--- src/rtl/ivt_pkg.sv ---
package ivt_pkg;

  typedef enum logic [1:0] {
    ACC_SNAP = 2'b00,
    ACC_LOW  = 2'b01,
    ACC_HIGH = 2'b10,
    ACC_WORD = 2'b11
  } access_e;

  typedef enum logic [3:0] {
    MD_ONESHOT = 4'h0,
    MD_RATE    = 4'h4,
    MD_SQUARE  = 4'h6,
    MD_STROBE  = 4'h8
  } mode_e;

  typedef struct packed {
    logic [1:0] chan;
    access_e    acc;
    logic [3:0] mode;
  } ctl_word_t;

  localparam logic [1:0] CHAN_REJECT = 2'b11;

  function automatic logic mode_accepted(input logic [3:0] m);
    return (m == MD_ONESHOT) || (m == MD_RATE) ||
           (m == MD_SQUARE)  || (m == MD_STROBE);
  endfunction

endpackage

--- src/rtl/ivt_ctl_decode.sv ---
module ivt_ctl_decode
  import ivt_pkg::*;
#(
  parameter int NUM_CH = 3,
  parameter int ADDR_W = 2
) (
  input  logic              wr_en,
  input  logic [ADDR_W-1:0] addr,
  input  logic [7:0]        wr_data,
  output logic [NUM_CH-1:0] snap_req,
  output logic [NUM_CH-1:0] prog_req,
  output logic [3:0]        prog_mode
);

  localparam logic [ADDR_W-1:0] CTL_ADDR = ADDR_W'(NUM_CH);

  ctl_word_t cw;
  logic      ctl_hit;

  assign cw        = ctl_word_t'(wr_data);
  assign ctl_hit   = wr_en && (addr == CTL_ADDR) && (cw.chan != CHAN_REJECT);
  assign prog_mode = cw.mode;

  always_comb begin
    for (int i = 0; i < NUM_CH; i++) begin
      snap_req[i] = ctl_hit && (cw.chan == 2'(i)) && (cw.acc == ACC_SNAP);
      prog_req[i] = ctl_hit && (cw.chan == 2'(i)) && (cw.acc == ACC_WORD) &&
                    mode_accepted(cw.mode);
    end
  end

endmodule

--- src/rtl/ivt_channel.sv ---
module ivt_channel
  import ivt_pkg::*;
#(
  parameter int BYTE_W = 8
) (
  input  logic              clk,
  input  logic              rst,
  input  logic              tick_en,
  input  logic              wr_stb,
  input  logic [BYTE_W-1:0] wr_byte,
  input  logic              rd_stb,
  input  logic              snap_req,
  input  logic              prog_req,
  input  logic [3:0]        prog_mode,
  output logic [BYTE_W-1:0] rd_byte,
  output logic              expire_o
);

  localparam int          CNT_W    = 2 * BYTE_W;
  localparam logic [CNT_W-1:0] CNT_ONE  = CNT_W'(1);
  localparam logic [CNT_W-1:0] CNT_MAX  = '1;

  logic              loaded, armed;
  logic [3:0]        mode_q;
  logic [CNT_W-1:0]  reload_q, cnt_q, snap_q;
  logic [BYTE_W-1:0] low_stage;
  logic              wr_high, rd_high;
  logic [1:0]        snap_left;

  logic              load_fire, expiry;
  logic [CNT_W-1:0]  new_reload;

  assign load_fire  = wr_stb && wr_high;
  assign new_reload = ({wr_byte, low_stage} == '0) ? CNT_MAX : {wr_byte, low_stage};
  assign expiry     = loaded && tick_en && !load_fire && (cnt_q == CNT_ONE);

  // Byte pointer and reload register
  always_ff @(posedge clk) begin
    if (rst) begin
      wr_high   <= 1'b0;
      low_stage <= '0;
      reload_q  <= '0;
      loaded    <= 1'b0;
    end else if (wr_stb) begin
      if (!wr_high) begin
        low_stage <= wr_byte;
        wr_high   <= 1'b1;
      end else begin
        wr_high  <= 1'b0;
        reload_q <= new_reload;
        loaded   <= 1'b1;
      end
    end
  end

  // Live down-counter
  always_ff @(posedge clk) begin
    if (rst) begin
      cnt_q <= '0;
    end else if (load_fire) begin
      cnt_q <= new_reload;
    end else if (loaded && tick_en) begin
      cnt_q <= (cnt_q == CNT_ONE) ? reload_q : cnt_q - CNT_ONE;
    end
  end

  // Mode, arming and expiry pulse
  always_ff @(posedge clk) begin
    if (rst) begin
      mode_q   <= MD_ONESHOT;
      armed    <= 1'b0;
      expire_o <= 1'b0;
    end else begin
      expire_o <= expiry && armed;
      if (prog_req) mode_q <= prog_mode;
      if (load_fire) armed <= 1'b1;
      else if (expiry && (mode_q != MD_RATE)) armed <= 1'b0;
    end
  end

  // Snapshot latch and byte toggles
  always_ff @(posedge clk) begin
    if (rst) begin
      snap_q    <= '0;
      snap_left <= 2'd0;
      rd_high   <= 1'b0;
    end else begin
      if (prog_req) begin
        snap_left <= 2'd0;
      end else if (snap_req && (snap_left == 2'd0)) begin
        snap_q    <= cnt_q;
        snap_left <= 2'd2;
      end else if (rd_stb && (snap_left != 2'd0)) begin
        snap_left <= snap_left - 2'd1;
      end
      if (load_fire) rd_high <= 1'b0;
      else if (rd_stb && (snap_left == 2'd0)) rd_high <= ~rd_high;
    end
  end

  always_comb begin
    if (snap_left == 2'd2)      rd_byte = snap_q[BYTE_W-1:0];
    else if (snap_left == 2'd1) rd_byte = snap_q[CNT_W-1:BYTE_W];
    else if (rd_high)           rd_byte = cnt_q[CNT_W-1:BYTE_W];
    else                        rd_byte = cnt_q[BYTE_W-1:0];
  end

  // Assertions
  assert_nonzero_count_R4: assert property (@(posedge clk) disable iff (rst)
    loaded |-> (cnt_q != '0));

  assert_count_step_R3: assert property (@(posedge clk) disable iff (rst)
    (loaded && tick_en && !wr_stb && (cnt_q > CNT_ONE)) |=> (cnt_q == $past(cnt_q) - CNT_ONE));

  assert_snap_hold_R6: assert property (@(posedge clk) disable iff (rst)
    ((snap_left != 2'd0) && !prog_req && !rd_stb) |=> ($stable(snap_q) && $stable(snap_left)));

  assert_restart_R2: assert property (@(posedge clk) disable iff (rst)
    (wr_stb && !wr_high && !tick_en) |=> $stable(cnt_q));

  assert_snap_drop_R11: assert property (@(posedge clk) disable iff (rst)
    prog_req |=> (snap_left == 2'd0));

endmodule

--- src/rtl/ivt_read_mux.sv ---
module ivt_read_mux #(
  parameter int NUM_CH = 3,
  parameter int ADDR_W = 2,
  parameter int BYTE_W = 8
) (
  input  logic              clk,
  input  logic              rst,
  input  logic              rd_en,
  input  logic [ADDR_W-1:0] addr,
  input  logic [BYTE_W-1:0] ch_byte [NUM_CH],
  output logic [BYTE_W-1:0] rd_data
);

  logic [BYTE_W-1:0] pick;

  always_comb begin
    pick = '0;
    for (int i = 0; i < NUM_CH; i++)
      if (addr == ADDR_W'(i)) pick = ch_byte[i];
  end

  always_ff @(posedge clk) begin
    if (rst)        rd_data <= '0;
    else if (rd_en) rd_data <= pick;
  end

  assert_ctl_read_zero_R13: assert property (@(posedge clk) disable iff (rst)
    (rd_en && (addr == ADDR_W'(NUM_CH))) |=> (rd_data == '0));

  assert_read_hold_R13: assert property (@(posedge clk) disable iff (rst)
    !rd_en |=> $stable(rd_data));

endmodule

--- src/rtl/interval_timer_bank.sv ---
module interval_timer_bank #(
  parameter int                NUM_CH      = 3,
  parameter int                BYTE_W      = 8,
  parameter logic [NUM_CH-1:0] IRQ_CH_MASK = NUM_CH'(1)
) (
  input  logic                        clk,
  input  logic                        rst,
  input  logic                        tick_en,
  input  logic [$clog2(NUM_CH+1)-1:0] addr,
  input  logic                        wr_en,
  input  logic [BYTE_W-1:0]           wr_data,
  input  logic                        rd_en,
  output logic [BYTE_W-1:0]           rd_data,
  output logic                        irq
);

  localparam int ADDR_W = $clog2(NUM_CH + 1);

  logic [NUM_CH-1:0] snap_req, prog_req, expire, wr_stb, rd_stb;
  logic [3:0]        prog_mode;
  logic [BYTE_W-1:0] ch_byte [NUM_CH];

  ivt_ctl_decode #(.NUM_CH(NUM_CH), .ADDR_W(ADDR_W)) u_decode (
    .wr_en    (wr_en),
    .addr     (addr),
    .wr_data  (wr_data[7:0]),
    .snap_req (snap_req),
    .prog_req (prog_req),
    .prog_mode(prog_mode)
  );

  for (genvar g = 0; g < NUM_CH; g++) begin : g_ch
    assign wr_stb[g] = wr_en && (addr == ADDR_W'(g));
    assign rd_stb[g] = rd_en && (addr == ADDR_W'(g));

    ivt_channel #(.BYTE_W(BYTE_W)) u_ch (
      .clk      (clk),
      .rst      (rst),
      .tick_en  (tick_en),
      .wr_stb   (wr_stb[g]),
      .wr_byte  (wr_data),
      .rd_stb   (rd_stb[g]),
      .snap_req (snap_req[g]),
      .prog_req (prog_req[g]),
      .prog_mode(prog_mode),
      .rd_byte  (ch_byte[g]),
      .expire_o (expire[g])
    );
  end

  assign irq = |(expire & IRQ_CH_MASK);

  ivt_read_mux #(.NUM_CH(NUM_CH), .ADDR_W(ADDR_W), .BYTE_W(BYTE_W)) u_rd (
    .clk    (clk),
    .rst    (rst),
    .rd_en  (rd_en),
    .addr   (addr),
    .ch_byte(ch_byte),
    .rd_data(rd_data)
  );

  assert_single_target_R8: assert property (@(posedge clk) disable iff (rst)
    $onehot0(snap_req | prog_req));

  assert_reject_chan_R8: assert property (@(posedge clk) disable iff (rst)
    (wr_en && (addr == ADDR_W'(NUM_CH)) && (wr_data[7:6] == 2'b11)) |-> ((snap_req | prog_req) == '0));

  assert_reject_access_R9: assert property (@(posedge clk) disable iff (rst)
    (wr_en && (addr == ADDR_W'(NUM_CH)) && (wr_data[5:4] inside {2'b01, 2'b10})) |-> ((snap_req | prog_req) == '0));

  assert_irq_after_tick_R12: assert property (@(posedge clk) disable iff (rst)
    irq |-> $past(tick_en));

endmodule

--- config.mk ---
export PLATFORM = sky130hd
export DESIGN_NAME = interval_timer_bank
export DESIGN_NICKNAME = d
export VERILOG_FILES = /design/src/rtl/ivt_pkg.sv /design/src/rtl/ivt_ctl_decode.sv /design/src/rtl/ivt_channel.sv /design/src/rtl/ivt_read_mux.sv /design/src/rtl/interval_timer_bank.sv
export SDC_FILE = /design/constraint.sdc
export NUM_CORES = 1
export LEC_CHECK = 0
export BUFFER_PORTS_ARGS = -buffer_cell sky130_fd_sc_hd__buf_2
export CAP_MARGIN = 20
export CORE_AREA = 2 2 145 147
export CTS_BUF_LIST = sky130_fd_sc_hd__clkbuf_8 sky130_fd_sc_hd__clkbuf_16
export DETAILED_ROUTE_END_ITERATION = 8
export DIE_AREA = 0 0 147 149
export MAX_ROUTING_LAYER = met4
export PLACE_DENSITY = 0.65
export SLEW_MARGIN = 10
export SYNTH_ARGS = -nofsm -noshare
export SYNTH_HDL_FRONTEND = slang
export SYNTH_SLANG_ARGS = --single-unit
--- constraint.sdc ---
create_clock -name clk -period 3.4 [get_ports clk]
set_input_delay 0.17 -clock clk [delete_from_list [all_inputs] [get_ports clk]]
set_output_delay 0.17 -clock clk [all_outputs]
set_load 0.05 [all_outputs]
; Word level (Yosys, flattened, before mapping)
; Cells that the tools add are included.
[word_totals]
register_bits = 197
latch_bits = 0
ram_bits = 0
romBits = 0
input_bits = 15
word_cells = 182
mem_count = 0
[classes]
n_addsub = 6
mul = 0
n_div = 0
order_cmp = 0
eq_ne = 20
shifts = 0
mux = 35
n_bitwise = 9
n_reduce_logical = 81
[op_table]
columns = cell, count
row1 = two-way mux 16 bit, 12
row2 = two-way mux 8 bit, 12
row3 = "== test 16 x 1 -> 1 bit, second input constant", 3
row4 = logical NOT 16 bit, 3
row5 = "subtractor 16 x 1 -> 16 bit, second input constant", 3
row6 = logical AND 1 bit, 39
row7 = nonzero test 2 bit, 10
row8 = AND reduction 2 bit, 9
row9 = "== test 2 bit, second input constant", 7
row10 = logical NOT 2 bit, 6
row11 = two-way mux 2 bit, 6
row12 = OR reduction 2 bit, 6
row13 = "== test 2 x 1 -> 1 bit, second input constant", 5
row14 = NOT 1 bit, 9
row15 = OR reduction 3 bit, 3
row16 = "== test 4 x 3 -> 1 bit, second input constant", 2
row17 = "subtractor 2 x 1 -> 2 bit, second input constant", 3
row18 = two-way mux 1 bit, 5
row19 = "== test 4 bit, second input constant", 1
row20 = logical NOT 4 bit, 1
row21 = "!= test 4 x 3 -> 1 bit, second input constant", 1
row22 = logical OR 1 bit, 3
row23 = "!= test 2 bit, second input constant", 1
row24 = logical NOT 1 bit, 1

; Depth between registers and ports, before layout
; Gate-level depths: netlist of run 1.
[logic_depth]
ltp_word = 9
depth_mapped = 10
ltp_nobuf = 7

; Cells and area by module
; Synthesis of run 1 repeated with hierarchy kept, for this count alone.
[unflattened]
cells_unflattened = 1342
area_unflattened_um2 = 10410.0
[modules_own_cells]
columns = module, n_inst, cells_each, area_per_inst_um2, seq_area_each_um2
row1 = ivt_channel, 3, 422, 3260.6, 1341.3
row2 = ivt_read_mux, 1, 54, 455.4, 160.2
row3 = ivt_ctl_decode, 1, 16, 122.6, 0.0
row4 = interval_timer_bank, 1, 6, 50.0, 0.0

; Worst setup path after synthesis of run 1
; No wires, ideal clock.
[synth_timing]
path_type = register to register
start = register g_ch[2].u_ch.cnt_q[1]
end = register g_ch[2].u_ch.cnt_q[14]
setup_time_ns = 0.142
arrival_ns = 2.309
path_slack_ns = 0.949
stages_incl_launch_ff = 10
path_buffers = 2
cell_sequence = dfxtp_1 -> clkbuf_1 -> inv_1 -> ha_1 -> or4b_2 -> or4_4 -> buf_6 -> or3_1 -> o21ai_0 -> a221oi_1
[synth_via]
elab_chain_cells = 4
[synth_lines]
columns = item, line_no
row1 = "start, declared", ivt_channel.sv:25  ; logic [CNT_W-1:0] reload_q, cnt_q, snap_q;
row2 = "start signal, assigned", ivt_channel.sv:61  ; cnt_q <= new_reload;
row3 = "start signal, assigned", ivt_channel.sv:63  ; cnt_q <= (cnt_q == CNT_ONE) ? reload_q : cnt_q - CNT_ONE;
row4 = subtractor 16 x 1 -> 16 bit or == test 16 x 1 -> 1 bit (tied branches), --
row5 = two-way mux 16 bit *, ivt_channel.sv:63
row6 = two-way mux 16 bit *, ivt_channel.sv:62  ; end else if (loaded && tick_en) begin
row7 = two-way mux 16 bit *, ivt_channel.sv:60  ; end else if (load_fire) begin
; Every way passes the cells marked *; elsewhere a longest branch is shown, timed or not. The select of a mux whose other input is x is not followed.
; A chain may end at the register's enable or synchronous reset.

; Final worst setup path of run 1
[layout_timing]
start = register g_ch[2].u_ch.cnt_q[0]
end = register g_ch[2].u_ch.cnt_q[14]
; The elaborated chain is that of the path after synthesis.

==> results of run 1 <==
==> placed cells by master, fill, tap and decap left out, types with 22 or more instances in the layout <==
cell and instances:
nor4_1 28, buf_4 24, dfxtp_1 197, buf_2 22
nand2_1 133, nor2_1 157, mux2i_1 91, nor3_1 27
o21ai_0 78, a21oi_1 70, a211oi_1 22
==> cells in the mapped netlist, drive strengths merged (4+ instances only) <==
cell,count,area (sq um)
nor4b,6,52.6
o211ai,18,135
nor2b,10,62.6
clkbuf,98,368
nor2,157,589
inv,17,63.8
xnor2,14,123
or4,8,63.8
a31oi,7,43.8
ha,15,188
o21ai,79,399
mux2,8,90.1
and4,4,35.0
a221oi,4,35.0
a2111oi,7,61.3
o21a,8,60.1
a311oi,4,35.0
nand2,133,499
or3,15,93.8
a21o,4,30.0
a21boi,4,30.0
nor4,29,188
o2111a,5,56.3
o221ai,10,87.6
nand3,20,100
nand4,7,43.8
o31ai,8,60.1
buf,13,78.8
nand2b,9,56.3
and2,5,31.3
a211oi,22,165
mux2i,91,911
o22ai,13,81.3
a21oi,71,359
nor3,28,145
xor2,12,105
o221a,12,135
dfxtp,197,3940
o31a,4,35.0
nor3b,10,75.1
==> cells by family (layout without fill, tap and decap cells) <==
family	Yosys count	count (layout)	synth area share, %
AO/OA/AOI/OAI	295	295	19.5
XOR/XNOR	26	26	2.28
adder cells (fa/ha/maj)	15	15	1.88
buffers and inverters	129	97	5.15
flip-flops	197	197	39.5
multiplexers	99	99	10.0
other	0	2	0
AND/OR/NAND/NOR	456	456	21.7
==> worst register-to-register path: stages (launching register included) <==
cell,delay [ns]
dfxtp_1,0.47
ha_1,0.24
or4b_2,0.65
or4_4,0.57
or3_1,0.34
o21ai_0,0.08
a221oi_1,0.10
==> power breakdown <==
group / internal (uW) / switching [uW] / total, uW
combinational: 187 / 306 / 493
clock: 1080 / 953 / 2030
sequential: 2350 / 63.6 / 2410
==> per-layer routing <==
| metal | vias up | GRT usage (%) | wire length [um] |
|---|---|---|---|
| met3 | 42 | 3.64 | 1680 |
| met5 | - | - | 0 |
| met1 | 4094 | 35.1 | 12300 |
| met2 | 298 | 38.5 | 12300 |
| met4 | 0 | 8.41 | 693 |
| li1 | 4288 | - | - |
==> final cells by class <==
cell class / count / share of cell area [%]
multi-input combinational: 891 / 51.3
inverter: 18 / 0.625
sequential: 197 / 36.5
clock inverter: 13 / 1.24
tap: 275 / 3.19
clock buffer: 19 / 4.19
antenna: 2 / 0.0463
timing repair buffer: 47 / 2.87
==> sequential cells by signal, indices dropped and copies added (netlist names) <==
signal,flops
u_rd.rd_data,8
g_ch.u_ch.snap_left,6
g_ch.u_ch.reload_q,48
g_ch.u_ch.low_stage,24
g_ch.u_ch.cnt_q,48
g_ch.u_ch.snap_q,48
g_ch.u_ch.loaded,3
g_ch.u_ch.armed,1
g_ch.u_ch.expire_o,1
g_ch.u_ch.mode_q,4
g_ch.u_ch.wr_high,3
g_ch.u_ch.rd_high,3
==> per-stage QoR <==
| step | hold WS, ns | std cells |
|---|---|---|
| finish | 0.0896 | 1462 |
| detailed placement | 0.446 | 1428 |
| global placement | 0.438 | 1428 |
| CTS | 0.0737 | 1460 |
| global route | 0.0783 | 1462 |
| floorplan | 0.431 | 1217 |
==> how the worst max path moves through the flow <==
stage / cells after the start / slack [ns] / end / from
2_1_floorplan: 9 / 0.95 / g_ch[2].u_ch.cnt_q[14]$_SDFFE_PP0P_ / g_ch[2].u_ch.cnt_q[1]$_SDFFE_PP0P_
3_3_place_gp: 6 / 0.88 / g_ch[2].u_ch.cnt_q[14]$_SDFFE_PP0P_ / g_ch[2].u_ch.cnt_q[0]$_SDFFE_PP0P_
3_5_place_dp: 6 / 0.86 / g_ch[2].u_ch.cnt_q[14]$_SDFFE_PP0P_ / g_ch[2].u_ch.cnt_q[0]$_SDFFE_PP0P_
4_1_cts: 6 / 0.84 / g_ch[2].u_ch.cnt_q[14]$_SDFFE_PP0P_ / g_ch[2].u_ch.cnt_q[0]$_SDFFE_PP0P_
5_1_grt: 6 / 0.72 / g_ch[2].u_ch.cnt_q[14]$_SDFFE_PP0P_ / g_ch[2].u_ch.cnt_q[0]$_SDFFE_PP0P_
6_report: 6 / 0.82 / g_ch[2].u_ch.cnt_q[14]$_SDFFE_PP0P_ / g_ch[2].u_ch.cnt_q[0]$_SDFFE_PP0P_
==> flow_summary_export.csv, run 1 <==
group,metric,value,unit
synth,ys_seq_area_share,39.5,%
worst_hold_path,holdPathEnd,"g_ch[2].u_ch.low_stage[3]$_SDFFE_PP0P_",
clock_network,cts-buffers-inserted,17,
critical_path,cp_num_buf_inv,0,
detailed_routing,dr_total_vias,8722,
critical_path,critPathMaxStageDelay,0.65,ns
critical_path,reg2regPathDepth,6,
detailed_routing,drtPass1Iterations,8,
sta,tightest_slew,0.880,ns
clock_network,cts.sinks,197,
pwr,ir_drop,352,uV
cells_and_area,seq_area,3940,sq um
cells_and_area,syn_to_final_growth,8.21,%
worst_hold_path,min_from,"wr_data[3]",
sta,setup_viol,0,
synth,ys_ff_latch,197,
floorplan,die_x,147,um
synth,yosysUniqueCellTypes,69,
pwr,p_total,4930,uW
cells_and_area,fin_nets,1202,
critical_path,worstSetupPathType,"reg2reg",
synth,synthCells,1217,
sta,timing.fmax,387,MHz
job,maxCapViolations,0,
sta,rsz0062_at_grt,"false",
worst_hold_path,hp-class,"in2reg",
critical_path,cpLargestDelayFamily,"simple AND/OR/NAND/NOR gates",
synth,ys_async_sr_fraction,0,%
place,hpwl,18500,um
detailed_routing,drt-wirelength-per-cell,18.5,um
critical_path,worst_setup_path_start_kind,"flip-flop",
sta,fin_crit_sh,75.9,%
clock_network,h-tree-depth,4,
sta,setup_tns,0,ns
clock_network,cts-root-buf,"clkbuf_16",
grt,grt_pass1_wl,43200,um
synth,synth_edf_count,0,
critical_path,cp.required,3.71,ns
place,place_ws,0.860,ns
grt,antenna_found_initial,2,
pwr,powerDensity,457,nW/um^2
grt,grt_max_degree,84,
clock_network,clk_pin_slew,0.08,ns
place,port_buffers,23,
pwr,leakage,0.00421,uW
floorplan,pin_count,24,
worst_hold_path,whs_path_depth,3,
critical_path,cp.arrival,2.89,ns
sta,finalHoldViolations,0,
sta,skew,0.0117,ns
place,gp_congestion,0.894,
sta,worst_slack,0.819,ns
grt,grt.overflow.total,0,
cells_and_area,postLayoutCellArea,10800,sq um
sta,period_needed,2.58,ns
critical_path,regToRegStartpoint,"g_ch[2].u_ch.cnt_q[0]$_SDFFE_PP0P_",
detailed_routing,route.detailed.drc,0,
grt,grt_pass1_vias,7845,
critical_path,cp_cell_sequence,"ha_1, or4b_2, or4_4, or3_1, o21ai_0, a221oi_1",
clock_network,cts.repair.resized,0,
sta,drv_slew,0,
cells_and_area,multi_input_area,5550,sq um
detailed_routing,final_antenna_net_count,0,
synth,ys.flop_type,"dfxtp_1",
sta,max-slew-margin-rel,40.9,%
detailed_routing,via_per_inst,5.97,
clock_network,clock_latency,0.44,ns
synth,yosys_warnings,0,
cells_and_area,drive_gt1_share,9.20,%
floorplan,design.core.area,20600,sq um
detailed_routing,wl,27000,um
floorplan,die_area,21900,sq um
clock_network,postCtsSetupBuffers,0,
floorplan,initial_utilization,48.6,%
synth,avgSynthCellArea,8.20,sq um
critical_path,worst_setup_path_end_kind,"flip-flop",
outcome,status,"complete, no violations",
synth,netlist_area,9980,sq um
cells_and_area,final_util,52.6,%
floorplan,rows,53,
critical_path,crit_fanout,16,
critical_path,slowest_stage,"or4b_2",
grt,gr-usage-all-layers,25.4,%
synth,syn_nets,1247,
cells_and_area,fill_cells,1956,
clock_network,cts_hold_buffers,0,
clock_network,cts_tree,"done",
critical_path,r2r-end,"g_ch[2].u_ch.cnt_q[14]$_SDFFE_PP0P_",
critical_path,r2r_setup_slack,0.82,ns
clock_network,cts_buffer_depth,2,
detailed_routing,drtIter0Drc,775,
floorplan,die_height,149,um
place,detailed_place.area,10200,sq um
(Power assumes the default switching activity.)
==> inputs of run 2 (changes only) <==
--- a/config.mk
+++ b/config.mk
@@ -12,7 +12,7 @@
 export DETAILED_ROUTE_END_ITERATION = 8
 export DIE_AREA = 0 0 147 149
 export MAX_ROUTING_LAYER = met4
-export PLACE_DENSITY = 0.65
+export PLACE_DENSITY = 0.68
 export SLEW_MARGIN = 10
 export SYNTH_ARGS = -nofsm -noshare
 export SYNTH_HDL_FRONTEND = slang
==> constraint.sdc (replaced) <==
create_clock -name clk -period 2.3 [get_ports clk]
set_input_delay 0.115 -clock clk [delete_from_list [all_inputs] [get_ports clk]]
set_output_delay 0.115 -clock clk [all_outputs]
set_load 0.05 [all_outputs]
==> flow_summary_export.csv, run 2 (same netlist as run 1, synthesis figures left out) <==
group,metric,value,unit
outcome,status,"complete, no violations",
critical_path,cp_cell_sequence,"inv_1, ha_2, or4b_4, or4_4, or3_1, o21ai_0, a211oi_1",
sta,fin_crit_sh,97.5,%
detailed_routing,dr_total_vias,9179,
critical_path,crit_fanout,11,
sta,setup_viol,0,
detailed_routing,wl,28200,um
detailed_routing,via_per_inst,5.98,
pwr,powerDensity,674,nW/um^2
place,gp_congestion,0.944,
sta,setup_tns,0,ns
critical_path,cp.arrival,2.54,ns
place,dp.cells,1501,
clock_network,cts-buffers-inserted,17,
place,port_buffers,23,
cells_and_area,final_common_cell,"dfxtp_1",
sta,finalHoldViolations,0,
cells_and_area,fin_nets,1276,
floorplan,die_height,149,um
cells_and_area,final_cell_mix,"dfxtp_1 (197), nor2_1 (157), nand2_1 (133)",
floorplan,pin_count,24,
clock_network,cts-root-buf,"clkbuf_16",
critical_path,worst_setup_path_start_kind,"flip-flop",
place,hpwl,19500,um
clock_network,cts_buffer_depth,2,
grt,grt_pass1_wl,45900,um
sta,tightest_slew,0.665,ns
clock_network,h-tree-depth,4,
job,maxCapViolations,0,
cells_and_area,fill_cells,1857,
floorplan,design.core.area,20600,sq um
detailed_routing,drt-wirelength-per-cell,18.4,um
grt,gr-usage-all-layers,27.1,%
sta,drv_slew,0,
grt,grt_pass1_vias,8471,
detailed_routing,final_antenna_net_count,0,
sta,timing.fmax,446,MHz
floorplan,die_area,21900,sq um
detailed_routing,drtIter0Drc,819,
worst_hold_path,hp-class,"in2reg",
clock_network,clock_latency,0.44,ns
clock_network,cts.sinks,197,
pwr,ir_drop,514,uV
clock_network,cts_tree,"done",
sta,max-slew-margin-rel,55.0,%
critical_path,critPathMaxStageDelay,0.53,ns
critical_path,cpLargestDelayFamily,"simple AND/OR/NAND/NOR gates",
cells_and_area,top_regs,"g_ch.u_ch.cnt_q: 48 flops, g_ch.u_ch.reload_q: 48 flops, g_ch.u_ch.snap_q: 48 flops",
floorplan,initial_utilization,48.6,%
cells_and_area,syn_to_final_growth,14.8,%
floorplan,die_x,147,um
critical_path,slowest_stage,"or4_4",
sta,skew,0.0131,ns
grt,grt.overflow.total,0,
sta,rsz0062_at_grt,"true",
cells_and_area,diodes,0,
clock_network,clk_pin_slew,0.07,ns
cells_and_area,drive_gt1_share,14.8,%
cells_and_area,instances_no_fill,1534,
grt,grt_max_degree,85,
critical_path,worstSetupPathType,"reg2reg",
cells_and_area,multi_input_area,5560,sq um
detailed_routing,route.detailed.drc,0,
cells_and_area,seq_area,3940,sq um
pwr,leakage,0.00463,uW
detailed_routing,drtPass1Iterations,7,
floorplan,rows,53,
critical_path,worst_setup_path_end_kind,"flip-flop",
grt,antenna_found_initial,0,
critical_path,cp.required,2.60,ns
sta,period_needed,2.24,ns
cells_and_area,final_util,55.8,%
clock_network,cts_hold_buffers,0,
critical_path,cp_num_buf_inv,1,
## run 2: repair_timing
| action | in CTS | in global routing |
|---|---|---|
| gates resized for setup | 0 | 3 |
| buffers inserted | 0 | 1 |
| setup endpoints to repair | 0 | 6 |
## run 2: layer usage
metal,vias up,wire length (um),global-route usage (%)
met5,-,0,-
met4,0,1030,11.3
met3,51,1900,4.43
met1,4375,12700,36.7
li1,4422,-,-
met2,331,12600,40.4
## run 2: final cells by class
class | count | share of cell area (%)
Clock buffer | 19 | 3.95
Clock inverter | 13 | 1.86
Inverter | 18 | 0.590
Multi-Input combinational cell | 891 | 48.5
Sequential cell | 197 | 34.4
Tap cell | 275 | 3.00
Timing Repair Buffer | 121 | 7.66
## run 2: stage by stage
stage	power [uW]	hold slack [ns]	worst slack (ns)	area, sq um
final	7730	0.0898	0.0571	11500
after global routing	8030	0.0912	-0.00862	11500
after CTS	7770	0.0793	0.0273	11400
after detailed placement	4430	0.447	0.0929	10800
after global placement	4420	0.440	0.104	10800
after floorplan	4180	0.391	0.00637	10000
## run 2: worst paths after layout
kind / from / end / slack (ns) / depth (start not counted)
hold / removal: rst / g_ch[1].u_ch.snap_q[4]$_SDFFE_PP0P_ / 0.09 / 2
hold reg to reg: g_ch[1].u_ch.reload_q[6]$_SDFFE_PP0P_ / g_ch[1].u_ch.reload_q[6]$_SDFFE_PP0P_ / 0.46 / 2
setup / recovery: g_ch[2].u_ch.cnt_q[1]$_SDFFE_PP0P_ / g_ch[2].u_ch.cnt_q[10]$_SDFFE_PP0P_ / 0.06 / 7
setup reg to reg: g_ch[2].u_ch.cnt_q[1]$_SDFFE_PP0P_ / g_ch[2].u_ch.cnt_q[10]$_SDFFE_PP0P_ / 0.06 / 7
## run 2: power breakdown
| part | switching (uW) | internal (uW) |
|---|---|---|
| clock network | 1340 | 2010 |
| logic | 507 | 338 |
| registers | 56.4 | 3470 |
| total | 1910 | 5820 |
==> inputs of run 3 (changes only) <==
--- a/config.mk
+++ b/config.mk
@@ -12,7 +12,8 @@
 export DETAILED_ROUTE_END_ITERATION = 8
 export DIE_AREA = 0 0 147 149
 export MAX_ROUTING_LAYER = met4
-export PLACE_DENSITY = 0.68
+export PLACE_DENSITY = 0.65
+export RECOVER_POWER = 25
 export SLEW_MARGIN = 10
 export SYNTH_ARGS = -nofsm -noshare
 export SYNTH_HDL_FRONTEND = slang
==> constraint.sdc (replaced) <==
create_clock -name clk -period 2.1 [get_ports clk]
set_input_delay 0.105 -clock clk [delete_from_list [all_inputs] [get_ports clk]]
set_output_delay 0.105 -clock clk [all_outputs]
set_load 0.05 [all_outputs]
==> flow_summary_export.csv, run 3 (same netlist as run 1, synthesis figures left out) <==
group,metric,value,unit
outcome,status,"finished, violations left",
outcome,violations,"setup timing",
cells_and_area,final_util,57.2,%
grt,grt_max_degree,72,
detailed_routing,dr_total_vias,9193,
critical_path,regToRegStartpoint,"g_ch[2].u_ch.cnt_q[11]$_SDFFE_PP0P_",
clock_network,clk_pin_slew,0.07,ns
floorplan,initial_utilization,48.6,%
clock_network,h-tree-depth,4,
critical_path,r2r_setup_slack,-0.02,ns
sta,drv_slew,0,
sta,finalHoldViolations,0,
sta,rsz0062_at_grt,"true",
grt,grt_pass1_vias,8635,
place,hpwl,20100,um
grt,gr-usage-all-layers,27.4,%
cells_and_area,top_regs,"g_ch.u_ch.cnt_q: 48 flops, g_ch.u_ch.reload_q: 48 flops, g_ch.u_ch.snap_q: 48 flops",
place,gp_congestion,0.862,
floorplan,die_x,147,um
cells_and_area,syn_to_final_growth,17.7,%
sta,hold_slack,0.0536,ns
worst_hold_path,min_from,"rst",
critical_path,cp.arrival,2.46,ns
pwr,powerDensity,680,nW/um^2
floorplan,die_height,149,um
pwr,ir_drop,509,uV
cells_and_area,final_cell_mix,"dfxtp_1 (193), nor2_1 (157), buf_4 (136)",
clock_network,cts_buffer_depth,2,
critical_path,worstSetupPathType,"reg2reg",
clock_network,cts.sinks,197,
critical_path,worst_setup_path_start_kind,"flip-flop",
sta,worst_slack,-0.0185,ns
clock_network,cts_tree,"done",
cells_and_area,fin_nets,1321,
critical_path,r2r-end,"g_ch[2].u_ch.cnt_q[9]$_SDFFE_PP0P_",
floorplan,die_area,21900,sq um
job,maxCapViolations,0,
sta,max-slew-margin-rel,44.0,%
pwr,leakage,0.00477,uW
clock_network,cts-buffers-inserted,17,
cells_and_area,final_common_cell,"dfxtp_1",
critical_path,worst_setup_path_end_kind,"flip-flop",
detailed_routing,drtIter0Drc,753,
grt,antenna_found_initial,0,
clock_network,cts-root-buf,"clkbuf_16",
worst_hold_path,hp-class,"in2reg",
place,port_buffers,23,
cells_and_area,drive_gt1_share,17.7,%
clock_network,clock_latency,0.44,ns
worst_hold_path,holdPathEnd,"g_ch[1].u_ch.snap_q[12]$_SDFFE_PP0P_",
floorplan,pin_count,24,
sta,setup_viol,1,
sta,period_needed,2.12,ns
floorplan,design.core.area,20600,sq um
detailed_routing,final_antenna_net_count,0,
grt,grt_pass1_wl,46300,um
cells_and_area,diodes,0,
detailed_routing,wl,29100,um
grt,grt.overflow.total,0,
critical_path,cp.required,2.44,ns
detailed_routing,via_per_inst,5.82,
critical_path,crit_fanout,5,
sta,fin_crit_sh,101,%
detailed_routing,drtPass1Iterations,6,
floorplan,rows,53,
worst_hold_path,whs_path_depth,2,
detailed_routing,route.detailed.drc,0,
sta,tightest_slew,0.839,ns
place,place_ws,-0.0255,ns
critical_path,reg2regPathDepth,6,
sta,timing.fmax,472,MHz
sta,skew,0.0142,ns
detailed_routing,drt-wirelength-per-cell,18.4,um
## run 3: cell count changes in the layout (fill, tap and decap cells not counted), moves of 3 or more
cell | before | now
buf_2 | 22 | 12
buf_4 | 97 | 136
bufinv_16 | 5 | 1
clkbuf_1 | 0 | 11
clkinv_2 | 2 | 5
dfxtp_1 | 197 | 193
dfxtp_2 | 0 | 4
inv_6 | 6 | 2
## run 3: worst max-delay path by stage
| stage | start | end | depth (start not counted) |
|---|---|---|---|
| floorplan | g_ch[2].u_ch.cnt_q[11]$_SDFFE_PP0P_ | g_ch[2].u_ch.cnt_q[6]$_SDFFE_PP0P_ | 8 |
| global placement | g_ch[2].u_ch.cnt_q[11]$_SDFFE_PP0P_ | g_ch[2].u_ch.cnt_q[8]$_SDFFE_PP0P_ | 5 |
| detailed placement | g_ch[2].u_ch.cnt_q[11]$_SDFFE_PP0P_ | g_ch[2].u_ch.cnt_q[14]$_SDFFE_PP0P_ | 5 |
| CTS | g_ch[2].u_ch.cnt_q[1]$_SDFFE_PP0P_ | g_ch[2].u_ch.cnt_q[8]$_SDFFE_PP0P_ | 7 |
| global route | g_ch[2].u_ch.cnt_q[1]$_SDFFE_PP0P_ | g_ch[2].u_ch.cnt_q[8]$_SDFFE_PP0P_ | 7 |
| finish | g_ch[2].u_ch.cnt_q[11]$_SDFFE_PP0P_ | g_ch[2].u_ch.cnt_q[9]$_SDFFE_PP0P_ | 6 |
## run 3: timing repair
action | in CTS | in global routing
setup endpoints to repair | 5 | 29
cloned | 0 | 1
resized for setup | 1 | 13
hold buffers | 0 | 0
pin swaps | 0 | 2
setup buffers | 1 | 0
## run 3: power breakdown
group          leakage, uW  total [uW]  switching, uW  internal [uW]
sequential         0.00159        3860           56.8           3800
combinational      0.00290        1000            591            410
clock             0.000279        3130           1470           1660
## run 3: layout make-up
class | count | area (sq um)
Clock buffer | 18 | 439
Clock inverter | 14 | 113
Fill cell | 1876 | 8800
Inverter | 18 | 67.6
Multi-Input combinational cell | 892 | 5630
Sequential cell | 197 | 3950
Tap cell | 275 | 344
Timing Repair Buffer | 165 | 1210
## run 3: through the flow
step | TNS (ns) | cells | cell area [sq um] | total power (uW)
floorplan | -0.837 | 1217 | 10000 | 4580
global placement | -0.00700 | 1545 | 11100 | 4900
finish | -0.0185 | 1579 | 11800 | 7990
global route | -0.327 | 1579 | 11800 | 8270
detailed placement | -0.0558 | 1545 | 11100 | 4910
CTS | -0.0723 | 1578 | 11700 | 8000
## run 3: critical path, cell delays in order, from the launching register on
cell     delay, ns
dfxtp_2       0.32
or4_4         0.56
or4_4         0.60
buf_4         0.18
o21ai_2       0.05
a21oi_1       0.08
o31ai_1       0.23
## run 3: metal layers
| metal | global-route usage, % | vias to the layer above | part of all wire (%) |
|---|---|---|---|
| met5 | - | - | 0 |
| met4 | 8.65 | 0 | 1.7 |
| met3 | 3.73 | 34 | 5.3 |
| met2 | 42.4 | 256 | 46 |
| met1 | 37.4 | 4379 | 47 |
| li1 | - | 4524 | - |
